### config.mk
export PLATFORM = sky130hd
export DESIGN_NAME = lsu_lane_align
export DESIGN_NICKNAME = d
export VERILOG_FILES = /design/src/rtl/lane_pkg.sv /design/src/rtl/lane_misalign.sv /design/src/rtl/lane_store_pack.sv /design/src/rtl/lane_load_pick.sv /design/src/rtl/lsu_lane_align.sv
export SDC_FILE = /design/constraint.sdc
export NUM_CORES = 1
export LEC_CHECK = 0
export BUFFER_PORTS_ARGS = -buffer_cell sky130_fd_sc_hd__buf_2
export CAP_MARGIN = 25
export CORE_MARGIN = 2
export CORE_UTILIZATION = 46
export DETAILED_ROUTE_END_ITERATION = 10
export GPL_ROUTABILITY_DRIVEN = 1
export PLACE_DENSITY = 0.71
export SLEW_MARGIN = 30
export SYNTH_ARGS = -nofsm -noshare
export SYNTH_HDL_FRONTEND = slang
export SYNTH_SLANG_ARGS = --single-unit
### constraint.sdc
create_clock -name clk -period 4.5 [get_ports clk]
set_input_delay 0.9 -clock clk [delete_from_list [all_inputs] [get_ports clk]]
set_output_delay 0.9 -clock clk [all_outputs]
set_load 0.05 [all_outputs]
### src/rtl/lane_pkg.sv
package lane_pkg;
  localparam int unsigned LANES  = 8;
  localparam int unsigned BYTE_W = 8;
  localparam int unsigned WORD_W = LANES * BYTE_W;
  localparam int unsigned AW     = $clog2(LANES);

  // number of bytes touched by a request
  function automatic logic [AW:0] access_len(input logic [1:0] sz, input logic is_flt);
    logic [AW:0] n;
    n = (AW+1)'(1) << sz;
    if (is_flt) n = (AW+1)'(4);
    return n;
  endfunction

  // lane that carries value byte k
  function automatic logic [AW-1:0] lane_for(input logic [AW-1:0] base, input logic [AW:0] len,
                                             input logic [AW:0] k, input logic big);
    logic [AW:0] off;
    off = big ? (len - (AW+1)'(1) - k) : k;
    return base + off[AW-1:0];
  endfunction
endpackage

### src/rtl/lane_misalign.sv
module lane_misalign
  import lane_pkg::*;
(
  input  logic [AW-1:0] addr,
  input  logic [AW:0]   len,
  output logic          bad
);
  logic [AW:0] mask;
  always_comb begin
    mask = len - (AW+1)'(1);
    bad  = |({1'b0, addr} & mask);
  end
endmodule

### src/rtl/lane_store_pack.sv
module lane_store_pack
  import lane_pkg::*;
(
  input  logic [AW-1:0]     addr,
  input  logic [AW:0]       len,
  input  logic              big,
  input  logic [WORD_W-1:0] src,
  output logic [WORD_W-1:0] lanes,
  output logic [LANES-1:0]  be
);
  for (genvar i = 0; i < LANES; i++) begin : g_lane
    logic [AW-1:0] off;
    logic [AW:0]   k;
    logic          hit;
    always_comb begin
      off = AW'(i) - addr;
      hit = ({1'b0, off} < len);
      k   = big ? (len - (AW+1)'(1) - {1'b0, off}) : {1'b0, off};
      be[i] = hit;
      lanes[i*BYTE_W +: BYTE_W] = hit ? src[k[AW-1:0]*BYTE_W +: BYTE_W] : '0;
    end
  end
endmodule

### src/rtl/lane_load_pick.sv
module lane_load_pick
  import lane_pkg::*;
(
  input  logic [AW-1:0]     addr,
  input  logic [AW:0]       len,
  input  logic              big,
  input  logic              sgn,
  input  logic              flt,
  input  logic [WORD_W-1:0] word,
  output logic [WORD_W-1:0] result
);
  logic [WORD_W-1:0] raw;
  logic [LANES-1:0]  top_bits;
  logic              sign;

  for (genvar k = 0; k < LANES; k++) begin : g_byte
    logic [AW-1:0] ln;
    logic          used;
    always_comb begin
      used = ((AW+1)'(k) < len);
      ln   = lane_for(addr, len, (AW+1)'(k), big);
      raw[k*BYTE_W +: BYTE_W] = used ? word[ln*BYTE_W +: BYTE_W] : '0;
      top_bits[k] = raw[k*BYTE_W + BYTE_W - 1];
    end
  end

  always_comb begin
    sign = top_bits[len - (AW+1)'(1)];
    if (flt) begin
      result = {raw[WORD_W/2-1:0], {(WORD_W/2){1'b0}}};
    end else begin
      result = raw;
      for (int b = 0; b < LANES; b++)
        if ((AW+1)'(b) >= len && sgn && sign) result[b*BYTE_W +: BYTE_W] = '1;
    end
  end
endmodule

### src/rtl/lsu_lane_align.sv
module lsu_lane_align
  import lane_pkg::*;
(
  input  logic        clk,
  input  logic        rst_n,
  input  logic        req_valid,
  input  logic        req_store,
  input  logic [1:0]  req_size,
  input  logic        req_signed,
  input  logic        req_float,
  input  logic        big_end,
  input  logic [2:0]  addr_lo,
  input  logic [63:0] st_reg,
  input  logic [63:0] mem_rdata,
  output logic [63:0] st_data,
  output logic [7:0]  st_be,
  output logic [63:0] ld_data,
  output logic        ld_valid,
  output logic        fault
);
  logic [AW:0]       len;
  logic              misalign;
  logic              store_fire;
  logic              load_fire;
  logic              flt_load;
  logic [WORD_W-1:0] pk_data;
  logic [LANES-1:0]  pk_be;
  logic [WORD_W-1:0] ld_next;
  logic              last_flt;

  assign flt_load   = req_float & ~req_store;
  assign len        = access_len(req_size, flt_load);
  assign store_fire = req_valid & req_store & ~misalign;
  assign load_fire  = req_valid & ~req_store & ~misalign;

  lane_misalign u_mis (.addr(addr_lo), .len(len), .bad(misalign));

  lane_store_pack u_st (
    .addr(addr_lo), .len(len), .big(big_end), .src(st_reg),
    .lanes(pk_data), .be(pk_be)
  );

  lane_load_pick u_ld (
    .addr(addr_lo), .len(len), .big(big_end), .sgn(req_signed),
    .flt(flt_load), .word(mem_rdata), .result(ld_next)
  );

  always_ff @(posedge clk) begin
    if (!rst_n) begin
      st_data  <= '0;
      st_be    <= '0;
      ld_data  <= '0;
      ld_valid <= 1'b0;
      fault    <= 1'b0;
      last_flt <= 1'b0;
    end else begin
      fault    <= req_valid & misalign;
      ld_valid <= load_fire;
      st_be    <= store_fire ? pk_be : '0;
      last_flt <= load_fire & flt_load;
      if (store_fire) st_data <= pk_data;
      if (load_fire)  ld_data <= ld_next;
    end
  end


  fault_kills_be_chk: assert property (@(posedge clk) disable iff (!rst_n)
    fault |-> (st_be == '0) && !ld_valid);


  fault_holds_load_chk: assert property (@(posedge clk) disable iff (!rst_n)
    fault |-> $stable(ld_data));


  be_count_chk: assert property (@(posedge clk) disable iff (!rst_n)
    ($countones(st_be) == 0) || ($countones(st_be) == 1) || ($countones(st_be) == 2)
    || ($countones(st_be) == 4) || ($countones(st_be) == 8));


  float_low_zero_chk: assert property (@(posedge clk) disable iff (!rst_n)
    (ld_valid && last_flt) |-> (ld_data[31:0] == 32'h0));


  idle_quiet_chk: assert property (@(posedge clk) disable iff (!rst_n)
    !req_valid |=> (st_be == '0) && !ld_valid && !fault && $stable(ld_data));


  load_valid_chk: assert property (@(posedge clk) disable iff (!rst_n)
    load_fire |=> ld_valid);
endmodule

; Word-level counts from Yosys, hierarchy flattened
; Cells that the tools add are included.
[classes]
reduce_logical = 18
n_addsub = 32
order_cmp = 25
mux = 44
bitwise_logic = 9
shift = 17
[op_table]
columns = cell, count
row1 = variable part select 64 x 7 -> 8 bit, 16
row2 = two-way mux 8 bit, 24
row3 = two-way mux 64 bit, 1
row4 = two-way mux 3 bit, 16
row5 = < comparator 3 x 4 -> 1 bit, 8
row6 = adder 3 bit, 8
row7 = subtractor 3 bit, 8
row8 = >= comparator 3 x 4 -> 1 bit (first input constant), 4
row9 = logical AND 1 bit, 16
row10 = < comparator 3 x 4 -> 1 bit (first input constant), 4
row11 = subtractor 3 bit (first input constant), 4
row12 = subtractor 3 bit (second input constant), 4
row13 = >= comparator 1 x 4 -> 1 bit (first input constant), 2
row14 = >= comparator 2 x 4 -> 1 bit (first input constant), 2
row15 = < comparator 1 x 4 -> 1 bit (first input constant), 2
row16 = < comparator 2 x 4 -> 1 bit (first input constant), 2
row17 = AND 1 bit, 6
row18 = subtractor 1 x 3 -> 3 bit (first input constant), 2
row19 = subtractor 2 x 3 -> 3 bit (first input constant), 2
row20 = subtractor 3 x 2 -> 3 bit (second input constant), 2
row21 = AND 3 x 4 -> 4 bit, 1
row22 = < comparator 4 bit (second input constant), 1
row23 = two-way mux 4 bit, 1
row24 = OR reduction 4 bit, 1
row25 = 7 further kinds, 8
[totals]
inputBits = 140
word_cells = 150
regBits = 138
output_inout_bits = 138

; Depth between registers and ports, before layout
[logic_depth]
ltp_word = 14
mapped_depth = 18
mapped_depth_nobuf = 15

; By module
; From an unflattened synthesis, not the netlist that was laid out.
[hier_totals]
cells_unflattened = 1608
area_unflattened_um2 = 13421.6
[modules_own_cells]
columns = module, area_per_inst_um2, n_inst, seq_area_each_um2, cells_per_inst
row1 = lsu_lane_align, 5484.0, 1, 2762.6, 586
row2 = lane_store_pack, 3966.3, 1, 0.0, 607
row3 = lane_load_pick, 3926.3, 1, 0.0, 409
row4 = lane_misalign, 45.0, 1, 0.0, 6

; Worst setup path after synthesis
; OpenSTA, ideal clock, no wires.
[synth_path]
kind = input to register
start = input port req_float
end = register ld_data[43]
setup_ps = 117
t_required_ps = 4383
arrival_time_ps = 4556
cell_stages = 18
n_path_buf = 4
slack_ps = -174
cell_sequence = buf_2 > nand2b_1 > buf_4 > nand2_1 > nor2_1 > ha_1 > xnor2_1 > nor2b_1 > inv_1 > fa_1 > clkbuf_1 > mux4_2 > mux2i_1 > nor3_1 > o311ai_4 > buf_6 > o211ai_1 > a32o_1
[synth_via]
elab_chain_cells = 13
elab_cells_between_ends = 61
cone_classes = add/sub: 16 / order compare: 9 / shift: 8 / mux: 21 / bitwise: 4 / reduce/logical: 3
[synth_rtl]
columns = element, line
row1 = "start, declared", lsu_lane_align.sv:10  ; input logic req_float,
row2 = AND 1 bit *, lsu_lane_align.sv:31  ; assign flt_load = req_float & ~req_store;
row3 = two-way mux 4 bit, lane_pkg.sv:11  ; if (is_flt) n = (AW+1)'(4);
row4 = subtractor 4 x 1 -> 4 bit, lane_pkg.sv:19  ; off = big ? (len - (AW+1)'(1) - k) : k;
row5 = "subtractor 3 x 1 -> 3 bit, or another cell as far along", lane_pkg.sv:19
row6 = two-way mux 3 bit, lane_pkg.sv:19
row7 = adder 3 bit, lane_pkg.sv:20  ; return base + off[AW-1:0];
row8 = variable part select 64 x 7 -> 8 bit, lane_load_pick.sv:22  ; raw[k*BYTE_W +: BYTE_W] = used ? word[ln*BYTE_W +: BYTE_W] : '0;
row9 = two-way mux 8 bit, lane_load_pick.sv:22
row10 = binary-select mux 1 bit (select 3 bit), lane_load_pick.sv:28  ; sign = top_bits[len - (AW+1)'(1)];
row11 = two-way mux 1 bit (not written as such), lane_load_pick.sv:28
row12 = logical AND 1 bit, lane_load_pick.sv:34  ; if ((AW+1)'(b) >= len && sgn && sign) result[b*BYTE_W +: BYTE_W] = '1;
row13 = two-way mux 8 bit, lane_load_pick.sv:34
row14 = two-way mux 64 bit, lane_load_pick.sv:29  ; if (flt) begin
row15 = "end signal, assigned", lsu_lane_align.sv:62  ; if (load_fire) ld_data <= ld_next;
row16 = "end, declared", lsu_lane_align.sv:17  ; output logic [63:0] ld_data,
; Every way passes the cells marked *; elsewhere a longest branch is shown, timed or not. The select of a mux whose other input is x is not followed.
; A chain may end at the register's enable or synchronous reset.

; Final worst setup path
[layout_path]
start = input port req_float
end = register ld_data[42]
; Same word-level chain as after synthesis.

==> results.cfg <==
[worst_setup_path]
cp_common_cell = nor2b_1
worstSetupPathType = primary input to flop
path_depth = 16
cp-end-kind = flop
cp_max_fo = 17
setup.worst_path.start = req_float
cp-start-kind = primary input
critPathMaxStageDelay_ns = 0.57
crit_required_ns = 4.83
cp_top_family = adder cells
arrival_ns = 4.32
path_cells = buf_2 > nor2b_1 > nor2_1 > nand2_1 > ha_2 > xnor2_1 > nor2b_1 > inv_1 > fa_1 > mux4_2 > mux2i_1 > nor3_1 > o311ai_4 > buf_4 > o211ai_1 > a32o_1
reg2reg_from = ld_data[55]
ff2ff_path_depth = 2
cp_slowest_cell = fa_1
critical_path_buf_inv_count = 3

[drt]
maxUsedRoutingLayer = met5
ant_nets = 0
drt-pass1-iter-count = 6
drtIter0Drc = 1077
drt-vias-per-instance = 6.23
dr_wl_met3_um = 3640
wl_met1_um = 14300
finalWirelength_um = 37400
dr_wl_met2_um = 17400
post-route-drc-count = 0
via_count = 11012
avgRoutedWirePerCell_um = 21.1

[sta]
finalSetupTns_ns = 0
holdWs_ns = 0.449
slew_headroom_pct = 40.8
post-route-period-util_pct = 88.8
clock_skew_ns = 0
finalHoldViolations = 0
rsz0062_at_grt = false
setup_viol = 0
fmax_ghz = 0.250
drv_slew = 0
tightest_slew_ns = 0.888
fin_crit_ns = 3.99

[grt]
grt_pass1_vias = 10227
grt_pass1_wl_um = 56600
antenna_found_initial = 1
grt_usage_pct = 30.0
grt_remaining_overflow = 0
grt_max_degree = 113

[power_and_ir_drop]
p_leak_uw = 0.00591
ir_worst_vdd_mv = 0.248
powerDensity_nw_per_um2 = 372

[synth]
yosysTopAreaCell = dfxtp_1
syn_avg_cell_area_um2 = 8.66
synth_top_area_share_pct = 25.9
async_flop_share_pct = 0
syn-num-nets = 1401
syn_inst = 1231
synth-edff-count = 0
synth_area_um2 = 10700
yosys-top-cells-area = dfxtp_1 26%, mux4_2 17%, mux2i_1 9.7%
yosysWarningCount = 0
yosys_register_bits = 138
ys_types = 52
synth_ff_type = dfxtp_1
ys_seq_area_share_pct = 25.9

[clock_network]
cts_made_buffers = 17
cts_sinks = 138
cts_tree = built
cts_max_level = 4
clk_pin_slew_worst_paths_ns = 0.06
cts_resized = 0
cts.path.max_buffers = 2
worstSkewPairLatency_ns = 0.43
cts_hold_buf = 0
root_buffer = clkbuf_16
cts_setup_buffers = 0

[die]
fp.dieW_um = 156
core_um2 = 22700
floorplan.initialDensity_pct = 47.0
io-pin-count = 278
die_h_um = 156
die_area_um2 = 24400
placementRows = 55

[final_layout]
final_nets = 1639
area_growth_pct = 22.5
n_fill_cell = 2090
most-common-layout-cells = 277 x buf_2, 247 x nand2_1, 138 x dfxtp_1
drive_gt1_share_pct = 31.6
layout_commonest_cell = buf_2

[placement]
hpwlAfterDp_um = 28400
gp_congestion = 0.937
port-buffer-count = 277

[worst_hold_path]
min_path_type = flop to flop
holdPathStages = 2
min_from = ld_data[30]

[status]
status = completed

[flow_run]
drv_cap = 0
==> sequential cells by signal, summed over array words and instances, names as in the netlist <==
signal	flops
fault	1
ld_valid	1
st_data	64
ld_data	64
st_be	8
==> kinds of logic (layout without fill, tap and decap cells) <==
kind of cell | count (synthesis) | in the layout | share of synthesized area [%]
simple gates | 385 | 385 | 15.4
compound gates | 332 | 332 | 19.4
mux | 197 | 197 | 28.0
flops | 138 | 138 | 25.9
buf+inv | 127 | 378 | 4.80
fa+ha+maj | 30 | 30 | 4.08
xor+xnor | 22 | 22 | 2.30
other cells | 0 | 1 | 0
==> worst register-to-register path: cells and delay by family (launching register included) <==
kind | cells | cell delay [ns]
AO/OA/AOI/OAI | 2 | 0.30
flip-flops | 1 | 0.38
==> metrics by stage <==
stage	cell area (µm²)	utilization (%)	power [µW]	std cells	setup slack, ns
2_1_floorplan	10700	-	2740	1231	0.00149
3_3_place_gp	12400	54.6	3280	1735	0.131
3_5_place_dp	12400	54.7	3310	1735	0.0610
4_1_cts	13100	57.5	4850	1767	0.514
5_1_grt	13100	57.5	5060	1767	0.251
6_report	13100	57.5	4870	1768	0.506
==> layout make-up <==
cell class,count,area (µm²),share of cell area [%]
timing repair buffer,320,1730,13.3
multi-input combinational,966,7480,57.2
clock buffer,18,429,3.29
inverter,26,97.6,0.747
tap,285,357,2.73
sequential,138,2760,21.1
clock inverter,14,204,1.56
antenna,1,2.50,0.0192
==> synth_stat cells, types with 7 or more instances <==
cell type	n
nand2_1	247
dfxtp_1	138
o21ai_0	121
mux2i_1	103
mux4_2	80
clkbuf_1	77
a21oi_1	60
and2_1	38
nor2_1	37
a31oi_1	33
a211oi_1	32
nand3_1	32
a22o_1	24
inv_1	24
ha_1	22
o211ai_1	19
nor3_1	18
xnor2_1	15
mux2_2	14
buf_2	13
a32o_1	8
fa_1	8
a21o_1	7
a221oi_1	7
buf_1	7
o221ai_1	7
==> path summary, 6_finish.rpt <==
check	endpoint	slack, ns
worst min-delay path	ld_data[30]	0.45
worst min register to register	ld_data[30]	0.45
worst max register to register	ld_data[55]	3.74
worst max-delay path	ld_data[42]	0.51
==> routing by layer <==
layer / global-route usage (%) / up-vias
met1: 37.9 / 5226
met5: 0 / -
met2: 49.1 / 662
li1: - / 5015
met4: 15.5 / 2
met3: 5.73 / 107
==> where the power goes <==
| part | switching [µW] | internal [µW] |
|---|---|---|
| logic | 1230 | 807 |
| clock network | 640 | 902 |
| registers | 25.7 | 1270 |
| total | 1890 | 2970 |
Note: power is estimated with default switching activity, not from simulation.
